**config.mk**
```make
export PLATFORM = sky130hd
export DESIGN_NAME = hyp_cfg_reg
export DESIGN_NICKNAME = d
export VERILOG_FILES = /design/src/rtl/hcr_pkg.sv /design/src/rtl/hcr_merge.sv /design/src/rtl/hcr_flush_cmp.sv /design/src/rtl/hcr_store.sv /design/src/rtl/hyp_cfg_reg.sv
export SDC_FILE = /design/constraint.sdc
export NUM_CORES = 1
export LEC_CHECK = 0
export ABC_AREA = 1
export ABC_CLOCK_PERIOD_IN_PS = 1100
export BUFFER_PORTS_ARGS = -buffer_cell sky130_fd_sc_hd__buf_4
export CORE_ASPECT_RATIO = 1.75
export CORE_MARGIN = 8
export CORE_UTILIZATION = 25
export DETAILED_ROUTE_END_ITERATION = 12
export HOLD_SLACK_MARGIN = 0.05
export PLACE_DENSITY = 0.63
export REMOVE_ABC_BUFFERS = 1
export SETUP_SLACK_MARGIN = 0.4
export SKIP_LAST_GASP = 1
export SYNTH_ARGS = -nofsm -noshare
export SYNTH_HDL_FRONTEND = slang
export SYNTH_HIERARCHICAL = 1
export SYNTH_SLANG_ARGS = --single-unit
```
**constraint.sdc**
```tcl
create_clock -name clk -period 1.1 [get_ports clk]
set_clock_uncertainty 0.05 [all_clocks]
set_input_delay 0.165 -clock clk [delete_from_list [all_inputs] [get_ports clk]]
set_output_delay 0.165 -clock clk [all_outputs]
set_load 0.05 [all_outputs]
```
**src/rtl/hcr_pkg.sv**
```systemverilog
package hcr_pkg;
   typedef enum logic [1:0] {
      WSRC_NONE   = 2'd0,
      WSRC_FULL   = 2'd1,
      WSRC_HALVES = 2'd2
   } wsrc_e;
endpackage

```
**src/rtl/hcr_merge.sv**
```systemverilog
module hcr_merge import hcr_pkg::*; #(
   parameter int W    = 64,
   parameter int HALF = W / 2
) (
   input  logic [W-1:0]    cur,
   input  logic            full_we,
   input  logic [W-1:0]    full_d,
   input  logic            lo_we,
   input  logic [HALF-1:0] lo_d,
   input  logic            hi_we,
   input  logic [HALF-1:0] hi_d,
   output logic [W-1:0]    nxt,
   output wsrc_e           src
);
   always_comb begin
      nxt = cur;
      src = WSRC_NONE;
      if (full_we) begin
         nxt = full_d;
         src = WSRC_FULL;
      end else if (lo_we || hi_we) begin
         if (lo_we) nxt[HALF-1:0] = lo_d;
         if (hi_we) nxt[W-1:HALF] = hi_d;
         src = WSRC_HALVES;
      end
   end
endmodule

```
**src/rtl/hcr_flush_cmp.sv**
```systemverilog
module hcr_flush_cmp #(
   parameter int W       = 64,
   parameter int VM_BIT  = 0,
   parameter int PTW_BIT = 2,
   parameter int DC_BIT  = 12
) (
   input  logic [W-1:0] cur,
   input  logic [W-1:0] nxt,
   input  logic         wr,
   output logic         hit
);
   localparam logic [W-1:0] MASK = (W'(1) << VM_BIT) | (W'(1) << PTW_BIT) | (W'(1) << DC_BIT);
   assign hit = wr && (((cur ^ nxt) & MASK) != '0);
endmodule

```
**src/rtl/hcr_store.sv**
```systemverilog
module hcr_store #(
   parameter int W       = 64,
   parameter bit PRESENT = 1'b1
) (
   input  logic         clk,
   input  logic         rst_n,
   input  logic         wr,
   input  logic [W-1:0] nxt,
   input  logic         hit,
   output logic [W-1:0] q,
   output logic         flush
);
   generate
      if (PRESENT) begin : g_real
         always_ff @(posedge clk or negedge rst_n) begin
            if (!rst_n) begin
               q     <= '0;
               flush <= 1'b0;
            end else begin
               if (wr) q <= nxt;
               flush <= hit;
            end
         end
      end else begin : g_raz
         logic unused_store_in;
         assign unused_store_in = ^{clk, rst_n, wr, nxt, hit};
         assign q     = '0;
         assign flush = 1'b0;
      end
   endgenerate
endmodule

```
**src/rtl/hyp_cfg_reg.sv**
```systemverilog
module hyp_cfg_reg import hcr_pkg::*; #(
   parameter int W                  = 64,
   parameter int AUX_W              = 32,
   parameter bit HYP_PRESENT        = 1'b1,
   parameter bit HIGH_ALIAS_PRESENT = 1'b1,
   parameter int VM_BIT             = 0,
   parameter int PTW_BIT            = 2,
   parameter int DC_BIT             = 12,
   localparam int HALF              = W / 2
) (
   input  logic            clk,
   input  logic            rst_n,
   input  logic            full_we,
   input  logic [W-1:0]    full_wdata,
   input  logic            lo_we,
   input  logic [HALF-1:0] lo_wdata,
   input  logic            hi_we,
   input  logic [HALF-1:0] hi_wdata,
   input  logic            aux_we,
   input  logic [AUX_W-1:0] aux_wdata,
   output logic [W-1:0]    full_rdata,
   output logic [HALF-1:0] lo_rdata,
   output logic [HALF-1:0] hi_rdata,
   output logic [AUX_W-1:0] aux_rdata,
   output logic            flush_req
);
   generate
      if (W % 2 != 0) begin : g_bad_w
         $error("hyp_cfg_reg: W must be even");
      end
      if (VM_BIT >= W || PTW_BIT >= W || DC_BIT >= W) begin : g_bad_bit
         $error("hyp_cfg_reg: control bit outside register");
      end
   endgenerate

   logic [W-1:0] cur_q;
   logic [W-1:0] nxt_v;
   wsrc_e        src;
   logic         wr;
   logic         hit;
   logic         hi_we_eff;

   generate
      if (HIGH_ALIAS_PRESENT) begin : g_hi
         assign hi_we_eff = hi_we;
         assign hi_rdata  = cur_q[W-1:HALF];
      end else begin : g_no_hi
         assign hi_we_eff = 1'b0;
         assign hi_rdata  = '0;
      end
   endgenerate

   hcr_merge #(.W(W), .HALF(HALF)) u_merge (
      .cur(cur_q), .full_we(full_we), .full_d(full_wdata),
      .lo_we(lo_we), .lo_d(lo_wdata), .hi_we(hi_we_eff), .hi_d(hi_wdata),
      .nxt(nxt_v), .src(src)
   );

   assign wr = (src != WSRC_NONE);

   hcr_flush_cmp #(.W(W), .VM_BIT(VM_BIT), .PTW_BIT(PTW_BIT), .DC_BIT(DC_BIT)) u_cmp (
      .cur(cur_q), .nxt(nxt_v), .wr(wr), .hit(hit)
   );

   hcr_store #(.W(W), .PRESENT(HYP_PRESENT)) u_store (
      .clk(clk), .rst_n(rst_n), .wr(wr), .nxt(nxt_v), .hit(hit),
      .q(cur_q), .flush(flush_req)
   );

   logic unused_aux_bits;
   assign unused_aux_bits = ^{aux_we, aux_wdata};

   assign full_rdata = cur_q;
   assign lo_rdata   = cur_q[HALF-1:0];
   assign aux_rdata  = '0;
endmodule

```
# Word level (Yosys, flattened, before mapping)
# Index checks and enable logic that the tools add are counted.
# W data, S select, Z words.
word_totals:
  reg_bits: 65
  output_inout_bits: 161
  wordCells: 13
classes:
  n_mux: 6
  bitwise: 1
  n_reduce_logical: 4
op_table:
  columns: ["operator", "count"]
  rows:
  - ["$mux W64", 2]
  - ["$mux W32", 2]
  - ["$reduce_bool A64 Y1", 1]
  - ["$xor A13 B13 Y13", 1]
  - ["$mux W2", 2]
  - ["$reduce_bool A2 Y1", 1]
  - ["$logic_and A1 B1 Y1", 1]
  - ["$logic_or A1 B1 Y1", 1]

# Depth between registers and ports, before layout
logic_depth:
  ltp_word: 6
  depth_mapped: 11

# Modules after synthesis
# The synthesis kept the hierarchy.
modules_own_cells:
  columns: ["mod", "instances", "cells_per_inst", "area_per_inst_um2", "seq_area_each_um2"]
  rows:
  - ["hcr_store", 1, 271, 2471.1, 1626.6]
  - ["hcr_merge", 1, 480, 2029.4, 0.0]
  - ["hyp_cfg_reg", 1, 100, 735.7, 0.0]
  - ["hcr_flush_cmp", 1, 15, 61.3, 0.0]

# Least setup slack after synthesis
# OpenSTA, ideal clock, no wires.
synth_path:
  path_type: "register to register"
  start: "register u_store.q[2]"
  end: "register u_store.flush"
  setup_ns: 0.116
  t_arrival_ns: 1.232
  required_ns: 0.934
  setup_slack_ns: -0.297
  stages_incl_launch_ff: 10
  path_buffers: 0
  period_less_slack_ns: 1.397
  path_cell_list: "dfrtp_1 > inv_1 > nand2_1 > nand3_1 > nand2_1 > nand2_1 > nand2_1 > nand2_1 > nor2_1 > nor2_1"
synth_via:
  elab_chain_cells: 6
synth_rtl:
  columns: ["item", "line_no", "source"]
  rows:
  - ["from (decl)", "hcr_store.sv:10", "output logic [W-1:0] q,"]
  - ["from (signal assigned)", "hcr_store.sv:20", "if (wr) q <= nxt;"]
  - ["$mux W32", "hcr_merge.sv:22", "if (lo_we) nxt[HALF-1:0] = lo_d;"]
  - ["$mux W64 (*)", "hcr_merge.sv:21", "end else if (lo_we || hi_we) begin"]
  - ["$mux W64 (*)", "hcr_merge.sv:18", "if (full_we) begin"]
  - ["net nxt_v[2]", "hyp_cfg_reg.sv:37", "logic [W-1:0] nxt_v;"]
  - ["$xor A13 B13 Y13 (*)", "hcr_flush_cmp.sv:13", "assign hit = wr && (((cur ^ nxt) & MASK) != '0);"]
  - ["$reduce_bool A64 Y1 (*)", "hcr_flush_cmp.sv:13", null]
  - ["$logic_and A1 B1 Y1 (*)", "hcr_flush_cmp.sv:13", null]
  - ["net hit", "hyp_cfg_reg.sv:40", "logic hit;"]
  - ["to (signal assigned)", "hcr_store.sv:21", "flush <= hit;"]
  - ["to (decl)", "hcr_store.sv:11", "output logic flush"]
# The timed path passes the listed nets; every way through them passes the cells marked *.
# A chain may end at the register's enable or synchronous reset.

# Worst setup path in the final report
layout_path:
  start: "register u_store.q[0]"
  end: "output port lo_rdata[0]"
layout_rtl:
  columns: ["item", "line_no", "source"]
  rows:
  - ["to (decl)", "hyp_cfg_reg.sv:22", "output logic [HALF-1:0] lo_rdata,"]
# No word-level cell between the ends.

==> out/summary.json <==
{
  "outcome": {"value": "complete, but fails checks"},
  "failing_checks": {"value": "negative hold slack, negative setup slack"},
  "finish.instance_area": {"value": 0.00871, "unit": "mm²"},
  "post-place-ws": {"value": -0.162, "unit": "ns"},
  "grt_setup_unrepaired": {"value": "true"},
  "cellLeakagePower": {"value": 5.11, "unit": "nW"},
  "timing.critical_path.from_type": {"value": "flip-flop"},
  "number_of_primary_i_o_pins": {"value": 327},
  "grt_first_pass_wirelength": {"value": 31.4, "unit": "mm"},
  "class_of_the_tightest_hold_or_removal_check": {"value": "input port to async pin"},
  "rows": {"value": 70},
  "async_reset_ff_frac": {"value": 1.00},
  "max_cap_violations": {"value": 0},
  "finish.cell_count_without_fillers": {"value": 1383},
  "worst_setup_hold_path_clk_slew": {"value": 0.06, "unit": "ns"},
  "setup-tns-final": {"value": -6.97, "unit": "ns"},
  "routed_wire_length_per_instance": {"value": 14.4, "unit": "µm"},
  "core": {"value": 0.0208, "unit": "mm²"},
  "final_wl": {"value": 19.9, "unit": "mm"},
  "worst_setup_path_end_kind": {"value": "output port"},
  "worst-endpoint-arrival": {"value": 1.01, "unit": "ns"},
  "area_growth": {"value": 64.4, "unit": "%"},
  "final_number_of_hold_violating_endpoints": {"value": 65},
  "clock.fmax": {"value": 0.814, "unit": "GHz"},
  "post_route_cells_drive_above_1_share": {"value": 0.462},
  "pd_cells": {"value": 1450, "unit": "mW/mm²"},
  "post_layout_worst_setup_margin": {"value": -0.128, "unit": "ns"},
  "tritoncts.num_buffers": {"value": 9},
  "insertion_delay": {"value": 0.33, "unit": "ns"},
  "chipHeight": {"value": 209, "unit": "µm"},
  "path_class": {"value": "flip-flop to output port"},
  "drcViolationCount": {"value": 0},
  "syn_inst": {"value": 866},
  "fp.dieArea": {"value": 0.0263, "unit": "mm²"},
  "finalPower": {"value": 12.6, "unit": "mW"},
  "drt.antenna.violating_nets": {"value": 0},
  "drt_pre_antenna_iters": {"value": 4},
  "global_route.overflow_total": {"value": 0},
  "post-route-min-period": {"value": 1.23, "unit": "ns"},
  "ys_seq_elements": {"value": 65},
  "place_inst": {"value": 1303},
  "synth_enable_flop_cells": {"value": 0},
  "cts_max_level": {"value": 3},
  "first_iter_violations": {"value": 219},
  "synth_cell_type_count": {"value": 15},
  "required": {"value": 0.88, "unit": "ns"},
  "antenna_cells": {"value": 0},
  "post-route-period-util": {"value": 1.12},
  "dieWidth": {"value": 126, "unit": "µm"},
  "ir_worst_vdd": {"value": 711, "unit": "µV"},
  "number_of_vias_after_detailed_routing": {"value": 5762},
  "final_util": {"value": 0.418},
  "critical_path_peak_fanout": {"value": 4},
  "holdWs": {"value": -0.219, "unit": "ns"},
  "port-buffer-count": {"value": 261},
  "cts.root.buffer_cell": {"value": "sky130_fd_sc_hd__clkbuf_16"},
  "clock_sinks": {"value": 65},
  "final_max_slew_viol_count": {"value": 0},
  "ys.warnings.count": {"value": 6},
  "grt_pass1_vias": {"value": 6007},
  "grt_start_max_net_pins": {"value": 66},
  "fin_nets": {"value": 1292},
  "grt_util_all_layers": {"value": 0.147},
  "placed_area": {"value": 0.00697, "unit": "mm²"},
  "synth-seq-area-share": {"value": 0.307},
  "place.gp.congestion": {"value": 0.773},
  "cts_tree": {"value": "done"},
  "setup_viol_count_final": {"value": 130},
  "antenna_violations_before_repair": {"value": 0},
  "clock_tree.buffer_depth": {"value": 2},
  "half_perimeter_wire_length_after_detailed_placement": {"value": 13.9, "unit": "mm"},
  "syn_avg_cell_area": {"value": 6.12, "unit": "µm²"},
  "initial_utilization": {"value": 0.254},
  "dominantRegCellSynth": {"value": "sky130_fd_sc_hd__dfrtp_1"},
  "synthesis.area": {"value": 0.00530, "unit": "mm²"},
  "fill_cell_total_of_the_finished_layout": {"value": 2138},
  "average_vias_per_placed_instance": {"value": 4.17}
}
[registers in the layout, summed over array words and instances (netlist names)]
name	cells
u_store/flush	1
u_store/q	64
[cells by family (layout without fill, tap and decap cells)]
logic type             Yosys count  after routing  share of synthesized area
other                            1             32                   0.000708
AO/OA/AOI/OAI                    1              1                   0.000944
XOR/XNOR                         1              1                    0.00165
AND/OR/NAND/NOR                522            522                      0.393
flip-flops                      65             65                      0.307
buffers and inverters          276            510                      0.296
[cells in the mapped netlist, types with 2 or more instances]
cell type                    n  share of area
sky130_fd_sc_hd__buf_2      18          0.017
sky130_fd_sc_hd__nand3_1    64          0.060
sky130_fd_sc_hd__dfrtp_1    65           0.31
sky130_fd_sc_hd__buf_4     104           0.15
sky130_fd_sc_hd__nand2_1   438           0.31
sky130_fd_sc_hd__nor2_1      2         0.0014
sky130_fd_sc_hd__nand2_2    18          0.021
sky130_fd_sc_hd__buf_6       8          0.017
sky130_fd_sc_hd__clkbuf_8    6          0.016
sky130_fd_sc_hd__inv_2       4         0.0028
sky130_fd_sc_hd__inv_1     135          0.096
[report_power, final]
group	total, mW	internal (mW)	switching, mW
clock network	2.91	1.81	1.10
registers	3.22	2.73	0.485
logic	6.50	2.56	3.94
total	12.6	7.10	5.53
[layout by cell type (no fill, tap or decap), drive strengths merged]
master    count
nand2       456
buf         355
inv         139
dfrtp        65
nand3        64
conb         32
clkbuf       11
clkinvlp      2
clkinv        2
nor2          2
bufinv        1
xor2          1
a21oi         1
[timing repair]
action,in CTS,in global routing
gates resized for setup,243,82
hold endpoints to repair,65,65
setup endpoints to repair,194,194
pin swaps,42,83
buffers inserted,49,15
[per-layer routing]
layer  vias up  track usage  wire length, µm
li1       2885            -                -
met1      2665        0.147             7380
met2       201        0.288            11000
met3        11       0.0375             1290
met4         0       0.0430              231
met5         -            0                0
[layout make-up]
type	count	area [µm²]	share of cell area
inverter	139	527	0.0605
clock inverter	5	55.1	0.00632
tap	252	315	0.0362
sequential	65	1670	0.192
timing repair buffer	355	3490	0.401
multi-input combinational	556	2410	0.277
clock buffer	11	243	0.0279
[final timing paths]
kind / from / depth (start not counted) / to / slack (ns)
worst min-delay path: rst_n / 2 / u_store/q[18] / -0.22
max in group asynchronous: rst_n / 2 / u_store/q[37] / 0.87
worst min register to register: u_store/q[4] / 2 / u_store/q[4] / 0.50
worst max-delay path: u_store/q[0] / 2 / lo_rdata[0] / -0.13
min in group clk: full_wdata[15] / 5 / u_store/q[15] / 0.07
worst max register to register: u_store/q[0] / 9 / u_store/q[0] / -0.12
[worst max-delay path, cell delays in order (launching register included)]
cell	delay (ns)
sky130_fd_sc_hd__dfrtp_1	0.40
sky130_fd_sc_hd__buf_6	0.14
sky130_fd_sc_hd__buf_8	0.14
Note: power is estimated with default switching activity, not from simulation.
